`src/rtl/boxcodec_pkg.sv`:
```
package boxcodec_pkg;
  localparam int NUM_COMP = 2;

  typedef struct packed {
    logic encLoad;
    logic decLoad;
  } strobe_t;
endpackage

```
`src/rtl/boxcodec_ctrl.sv`:
```
module boxcodec_ctrl
  import boxcodec_pkg::*;
(
  input  logic    clk,
  input  logic    rstN,
  input  logic    encInValid,
  output logic    encInReady,
  output logic    encOutValid,
  input  logic    encOutReady,
  input  logic    decInValid,
  output logic    decInReady,
  output logic    decOutValid,
  input  logic    decOutReady,
  output strobe_t strobe
);
  logic encFull, decFull;

  assign encInReady     = !encFull || encOutReady;
  assign decInReady     = !decFull || decOutReady;
  assign strobe.encLoad = encInValid && encInReady;
  assign strobe.decLoad = decInValid && decInReady;
  assign encOutValid    = encFull;
  assign decOutValid    = decFull;

  always_ff @(posedge clk) begin
    if (!rstN) begin
      encFull <= 1'b0;
      decFull <= 1'b0;
    end else begin
      if (strobe.encLoad)   encFull <= 1'b1;
      else if (encOutReady) encFull <= 1'b0;
      if (strobe.decLoad)   decFull <= 1'b1;
      else if (decOutReady) decFull <= 1'b0;
    end
  end
endmodule

```
`src/rtl/boxcodec_dp.sv`:
```
module boxcodec_dp
  import boxcodec_pkg::*;
#(
  parameter int EXP_W  = 8,
  parameter int MANT_W = 16,
  parameter int BOX_K  = MANT_W
) (
  input  logic                                clk,
  input  strobe_t                             strobe,
  input  logic [EXP_W-1:0]                    encCommonExp,
  input  logic [NUM_COMP-1:0]                 encSign,
  input  logic [NUM_COMP-1:0][EXP_W-1:0]      encExp,
  input  logic [NUM_COMP-1:0][MANT_W-1:0]     encMant,
  output logic [EXP_W-1:0]                    encOutCommonExp,
  output logic [NUM_COMP-1:0]                 encOutSign,
  output logic [NUM_COMP-1:0]                 encOutBox,
  output logic [NUM_COMP-1:0][MANT_W-1:0]     encOutMant,
  input  logic [EXP_W-1:0]                    decCommonExp,
  input  logic [NUM_COMP-1:0]                 decSign,
  input  logic [NUM_COMP-1:0]                 decBox,
  input  logic [NUM_COMP-1:0][MANT_W-1:0]     decMant,
  output logic [NUM_COMP-1:0]                 decOutSign,
  output logic [NUM_COMP-1:0][EXP_W:0]        decOutExp,
  output logic [NUM_COMP-1:0][MANT_W-1:0]     decOutAligned
);
  localparam logic [EXP_W-1:0] KE = BOX_K[EXP_W-1:0];
  localparam logic [EXP_W:0]   KX = {1'b0, KE};

  logic [NUM_COMP-1:0]             boxNext;
  logic [NUM_COMP-1:0][MANT_W-1:0] mantNext;
  logic [NUM_COMP-1:0][EXP_W:0]    expNext;
  logic [NUM_COMP-1:0][MANT_W-1:0] alignNext;

  for (genvar c = 0; c < NUM_COMP; c++) begin : gComp
    logic [EXP_W-1:0] deficit, shiftAmt;
    logic             far;

    always_comb begin
      deficit  = (encExp[c] > encCommonExp) ? '0 : encCommonExp - encExp[c];
      far      = deficit >= KE;
      shiftAmt = far ? deficit - KE : deficit;
      boxNext[c]  = far;
      mantNext[c] = encMant[c] >> shiftAmt;
    end

    always_comb begin
      expNext[c]   = {1'b0, decCommonExp} - (decBox[c] ? KX : '0);
      alignNext[c] = decBox[c] ? (decMant[c] >> KE) : decMant[c];
    end
  end

  always_ff @(posedge clk) begin
    if (strobe.encLoad) begin
      encOutCommonExp <= encCommonExp;
      encOutSign      <= encSign;
      encOutBox       <= boxNext;
      encOutMant      <= mantNext;
    end
    if (strobe.decLoad) begin
      decOutSign    <= decSign;
      decOutExp     <= expNext;
      decOutAligned <= alignNext;
    end
  end
endmodule

```
`src/rtl/box_exp_codec.sv`:
```
module box_exp_codec
  import boxcodec_pkg::*;
#(
  parameter int EXP_W  = 8,
  parameter int MANT_W = 16,
  parameter int BOX_K  = MANT_W
) (
  input  logic                            clk,
  input  logic                            rstN,
  input  logic                            encInValid,
  output logic                            encInReady,
  input  logic [EXP_W-1:0]                encCommonExp,
  input  logic [1:0]                      encSign,
  input  logic [1:0][EXP_W-1:0]           encExp,
  input  logic [1:0][MANT_W-1:0]          encMant,
  output logic                            encOutValid,
  input  logic                            encOutReady,
  output logic [EXP_W-1:0]                encOutCommonExp,
  output logic [1:0]                      encOutSign,
  output logic [1:0]                      encOutBox,
  output logic [1:0][MANT_W-1:0]          encOutMant,
  input  logic                            decInValid,
  output logic                            decInReady,
  input  logic [EXP_W-1:0]                decCommonExp,
  input  logic [1:0]                      decSign,
  input  logic [1:0]                      decBox,
  input  logic [1:0][MANT_W-1:0]          decMant,
  output logic                            decOutValid,
  input  logic                            decOutReady,
  output logic [1:0]                      decOutSign,
  output logic [1:0][EXP_W:0]             decOutExp,
  output logic [1:0][MANT_W-1:0]          decOutAligned
);
  strobe_t strobe;

  boxcodec_ctrl uCtrl (
    .clk(clk), .rstN(rstN),
    .encInValid(encInValid), .encInReady(encInReady),
    .encOutValid(encOutValid), .encOutReady(encOutReady),
    .decInValid(decInValid), .decInReady(decInReady),
    .decOutValid(decOutValid), .decOutReady(decOutReady),
    .strobe(strobe)
  );

  boxcodec_dp #(.EXP_W(EXP_W), .MANT_W(MANT_W), .BOX_K(BOX_K)) uDp (
    .clk(clk), .strobe(strobe),
    .encCommonExp(encCommonExp), .encSign(encSign), .encExp(encExp), .encMant(encMant),
    .encOutCommonExp(encOutCommonExp), .encOutSign(encOutSign),
    .encOutBox(encOutBox), .encOutMant(encOutMant),
    .decCommonExp(decCommonExp), .decSign(decSign), .decBox(decBox), .decMant(decMant),
    .decOutSign(decOutSign), .decOutExp(decOutExp), .decOutAligned(decOutAligned)
  );
endmodule

```
`config.mk`:
```
export PLATFORM = sky130hd
export DESIGN_NAME = box_exp_codec
export DESIGN_NICKNAME = d
export VERILOG_FILES = /design/src/rtl/boxcodec_pkg.sv /design/src/rtl/boxcodec_ctrl.sv /design/src/rtl/boxcodec_dp.sv /design/src/rtl/box_exp_codec.sv
export SDC_FILE = /design/constraint.sdc
export NUM_CORES = 1
export LEC_CHECK = 0
export BUFFER_PORTS_ARGS = -buffer_cell sky130_fd_sc_hd__buf_2
export CORE_MARGIN = 2
export CORE_UTILIZATION = 45
export DETAILED_ROUTE_END_ITERATION = 7
export GPL_ROUTABILITY_DRIVEN = 0
export PLACE_DENSITY = 0.78
export SKIP_LAST_GASP = 1
export SLEW_MARGIN = 20
export SYNTH_ARGS = -nofsm -noshare
export SYNTH_HDL_FRONTEND = slang
export SYNTH_SLANG_ARGS = --single-unit
```
`constraint.sdc`:
```
create_clock -name clk -period 6.35 [get_ports clk]
set_input_delay 1.27 -clock clk [delete_from_list [all_inputs] [get_ports clk]]
set_output_delay 1.27 -clock clk [all_outputs]
set_load 0.03 [all_outputs]
```
======== Yosys cells after proc, flatten, opt, wreduce, memory -nomap -nowiden ========
Cells that the tools add are included.
operators by class
  add/subtract/negate cells ............... 6
  $lt $le $gt $ge ......................... 4
  shifts and indexed selects .............. 2
  multiplexer cells ....................... 10
  reduce and logical (&&, ||, !) cells .... 8
operators by type and width
  operator               number
  $mux W8                4
  $shr A16 B8 Y16        2
  $sub A8 B9 Y9          2
  $ge A8 B5 Y1 const B   2
  $gt A8 B8 Y1           2
  $sub A8 B5 Y8 const B  2
  $sub A8 B8 Y8          2
  $mux W5                2
  $mux W1                4
  $reduce_bool A2 Y1     2
  $logic_and A1 B1 Y1    2
  $logic_not A1 Y1       2
  $logic_or A1 B1 Y1     2
word-level totals
  register bits after elaboration ......... 98
  input bits .............................. 108
  output and inout bits ................... 100
  logic and storage cells ................. 42

======== Longest topological paths before layout ========
  depth after elaboration ................. 5
  gate-level depth with buffers ........... 18
  mapped depth without buffers ............ 16

======== Cells and area by module ========
A second synthesis with hierarchy kept.
unflattened totals
  cell total of the unflattened synthesis .. 618
  area, all modules ....................... 6246.0 µm²
by module, submodules not included
  module         times used  cells each  area an instance (µm²)  sequential area each (µm²)
  boxcodec_dp    1           608         6130.9                  2762.6
  boxcodec_ctrl  1           10          115.1                   40.0

======== Worst setup path before layout ========
OpenSTA, ideal clock, no wires.
  kind .................................... input -> register
  start ................................... input port encCommonExp[0]
  end ..................................... register uDp.encOutMant[16] (netlist name) (data pin)
  library setup time ...................... 0.275 ns
  data arrival time ....................... 4.500 ns
  slack ................................... 1.575 ns
  cell stages on the path ................. 18
  buffers on the path ..................... 3
  cell sequence ........................... inv_1 -> ha_1 -> fa_1 -> nor2b_1 -> o2111ai_1 -> and3_1 -> clkbuf_1 -> nor2_1 -> clkbuf_1 -> nand2_1 -> ha_1 -> nand3_1 -> o31a_1 -> a311oi_1 -> a41o_1 -> buf_2 -> a221oi_1 -> a211oi_1
on the way
  cells in the longest elaborated chain, start to end .. 5
RTL lines
  item                                           line                                  source
  from (decl)                                    box_exp_codec.sv:12                   input logic [EXP_W-1:0] encCommonExp,
  $sub A8 B8 Y8 or $gt A8 B8 Y1 (tied branches)  boxcodec_dp.sv:39                     deficit = (encExp[c] > encCommonExp) ? '0 : encCommonExp - encExp[c];
  $mux W8 *                                      boxcodec_dp.sv:39
  $sub A8 B5 Y8 or $ge A8 B5 Y1 (tied branches)  boxcodec_dp.sv:41, boxcodec_dp.sv:40
  $mux W8 *                                      boxcodec_dp.sv:41                     shiftAmt = far ? deficit - KE : deficit;
  $shr A16 B8 Y16 *                              boxcodec_dp.sv:43                     mantNext[c] = encMant[c] >> shiftAmt;
  to (signal assigned)                           boxcodec_dp.sv:57                     encOutMant <= mantNext;
  to (decl)                                      boxcodec_dp.sv:17                     output logic [NUM_COMP-1:0][MANT_W-1:0] encOutMant,
Every way passes the cells marked *; elsewhere a longest branch is shown, timed or not.
A chain may end at the register's enable or synchronous reset.

======== Final worst setup path ========
  start ................................... input port encCommonExp[0]
  end ..................................... register uDp.encOutMant[15] (netlist name) (data pin)
Same word-level chain as after synthesis.

==> flow_summary.yaml <==
drt:
  ant_nets: 0
  avgRoutedWirePerCell_um: 16.6
  drc: 0
  drt_iter0_drc: 509
  viasPerCell: 5.66
  firstDrtPassIters: 6
  vias: 5734
  wl_mm: 16.8
final_layout:
  final.fill_count: 1251
  antenna_cells: 0
  syn_to_final_growth_pct: 22.4
  fin_nets: 964
  layout_common_cells: "buf_2, edfxtp_1, nor2_1"
  stdcell_count: 1013
  final_common_cell: "buf_2"
  layout-drive-gt1-share: 0.321
timing:
  post-route-period-util: 0.790
  worst_slack_ns: 1.33
  fin_skew_ns: 0.00326
  setup_violations: 0
  hold_ws_ns: 0.539
  fin_setup_tns_ns: 0
  period_minus_slack_ns: 5.02
  tightest_slew_ns: 1.08
  rsz0062_at_grt: "no"
  final_max_slew_viol_count: 0
  hold_viol_final: 0
  slew_headroom: 0.276
  fmax_ghz: 0.199
synth:
  synthFlopType: "edfxtp_1"
  syn_area_um2: 6420
  synthCells: 641
  synth_cell_types: 77
  ys_seq_elements: 94
  yosys_warnings: 0
  synth_edf_count: 92
  ys_seq_area_frac: 0.436
  syn-num-nets: 777
  avgSynthCellArea_um2: 10.0
  async_flop_share: 0
setup_path:
  critical-path-slowest-cell: "o21ai_1"
  cp_cell_sequence: "buf_2, inv_1, ha_1, fa_1, nand2b_1, a21oi_1, o21ai_1, a21o_1, ha_1, and4b_1, mux2_2, o21ai_0, o31ai_1, a211o_1, a21o_1, nor3_1"
  cp.required_ns: 6.53
  end_kind: "flip-flop"
  crit_buf_inv: 2
  path_max_fanout: 16
  crit_arrival_ns: 5.20
  worstSetupPathType: "in -> reg"
  worst_path_largest_cell_delay_ns: 0.42
  crit_family: "compound AO/OA/AOI/OAI gates"
  start_kind: "input port"
global_routing:
  grt_use_total: 0.212
  grt_max_degree: 49
  antenna_found_initial: 0
  grt_remaining_overflow: 0
  first_global_vias: 5029
  grt_first_pass_wirelength_mm: 25.3
floorplanning:
  die-area_um2: 15200
  die_y_um: 123
  dieWidth_um: 123
  rows: 43
  core_area_um2: 13900
  initial_utilization: 0.461
  io_pins: 208
clocking:
  cts_tree: "done"
  ctsResizeCount: 0
  cts_sinks: 94
  clk_pin_slew_ns: 0.07
  cts-root-buf: "clkbuf_16"
  numCtsBuffers: 9
  ctsHoldBuffers: 0
  clock_path_buffers: 2
  clk_latency_ns: 0.34
  htreeDepth: 3
  cts_setup_buffers: 0
outcome:
  outcome: "finished, final reports clean"
power:
  irDropWorstVdd_mv: 0.123
  leakagePower_nw: 3.33
  pwr_density_cell_nw_per_um2: 263
placed_design:
  hpwl_mm: 12.8
  dp.cells: 997
  dpl_worst_slack_ns: 1.06
  io_buffers: 207
flow_run:
  max_cap_violations: 0
worst_hold_path:
  hp-class: "reg -> reg"
-- stage by stage --
| stage | total power, mW | utilization | cell area [µm²] |
|---|---|---|---|
| after global routing | 2.17 | 0.564 | 7860 |
| after detailed placement | 1.51 | 0.542 | 7550 |
| after CTS | 2.07 | 0.564 | 7860 |
| final | 2.06 | 0.564 | 7860 |
| after global placement | 1.51 | 0.542 | 7550 |
| after floorplan | 1.33 | - | 6420 |
-- logic make-up (layout without fill, tap and decap cells) --
family	count (synthesis)	in the layout	share of synthesized area
and+or+nand+nor	233	233	0.198
AOI/OAI and AO/OA	173	173	0.196
DFF	94	94	0.436
buffers and inverters	73	265	0.0481
muxes	30	30	0.0493
adders and majority gates	28	28	0.0569
xor gates and xnor gates	10	10	0.0148
-- cells in the mapped netlist, drive strengths merged (11+ instances only) --
master,n,share of area
clkbuf,26,0.015
o21ai,34,0.028
and2,15,0.015
nor2b,44,0.043
nor3,17,0.016
nor2,53,0.031
ha,26,0.051
nand3,11,0.0086
edfxtp,92,0.43
nand2,41,0.024
inv,36,0.021
mux2,13,0.023
a21oi,38,0.031
nand2b,12,0.012
mux2i,17,0.026
-- registers in the layout, summed over array words and instances (netlist names) --
register             flops
uDp.decOutAligned       32
uDp.encOutMant          32
uDp.encOutCommonExp      8
uCtrl.decOutValid        1
uCtrl.encOutValid        1
uDp.decOutExp           14
uDp.encOutBox            2
uDp.decOutSign           2
uDp.encOutSign           2
-- path summary, 6_finish.rpt --
path,start,end,slack (ns),cells after the start
worst max register to register,uCtrl.encOutValid,uDp.encOutMant[16],4.66,2
worst max-delay path,encCommonExp[0],uDp.encOutMant[15],1.33,16
worst min register to register,uCtrl.encOutValid,uCtrl.encOutValid,0.54,2
worst min-delay path,uCtrl.encOutValid,uCtrl.encOutValid,0.54,2
-- report_power, final --
part           total (mW)  switching, mW  internal, mW
clock               0.554          0.243         0.311
combinational       0.741          0.487         0.255
sequential          0.768         0.0157         0.753
-- worst reg2reg max path, cell delays in order, from the launching register on --
cell	delay, ns
dfxtp_1	0.31
nand2b_1	0.09
and2_2	0.87
-- metal layers --
layer  up-vias  global-route usage  wire length (µm)
met5         -                   0                 0
met4         0              0.0646               295
met3        29              0.0517              1500
met2       282               0.343              7880
met1      2643               0.280              7180
li1       2780                   -                 -
-- layout make-up --
cell class,count,area (µm²),area share
multi-input combinational,474,3310,0.421
sequential,94,2800,0.357
timing repair buffer,212,1070,0.137
clock buffer,9,225,0.0287
tap,180,225,0.0287
inverter,37,139,0.0177
clock inverter,7,81.3,0.0103
Note: power is estimated with default switching activity, not from simulation.
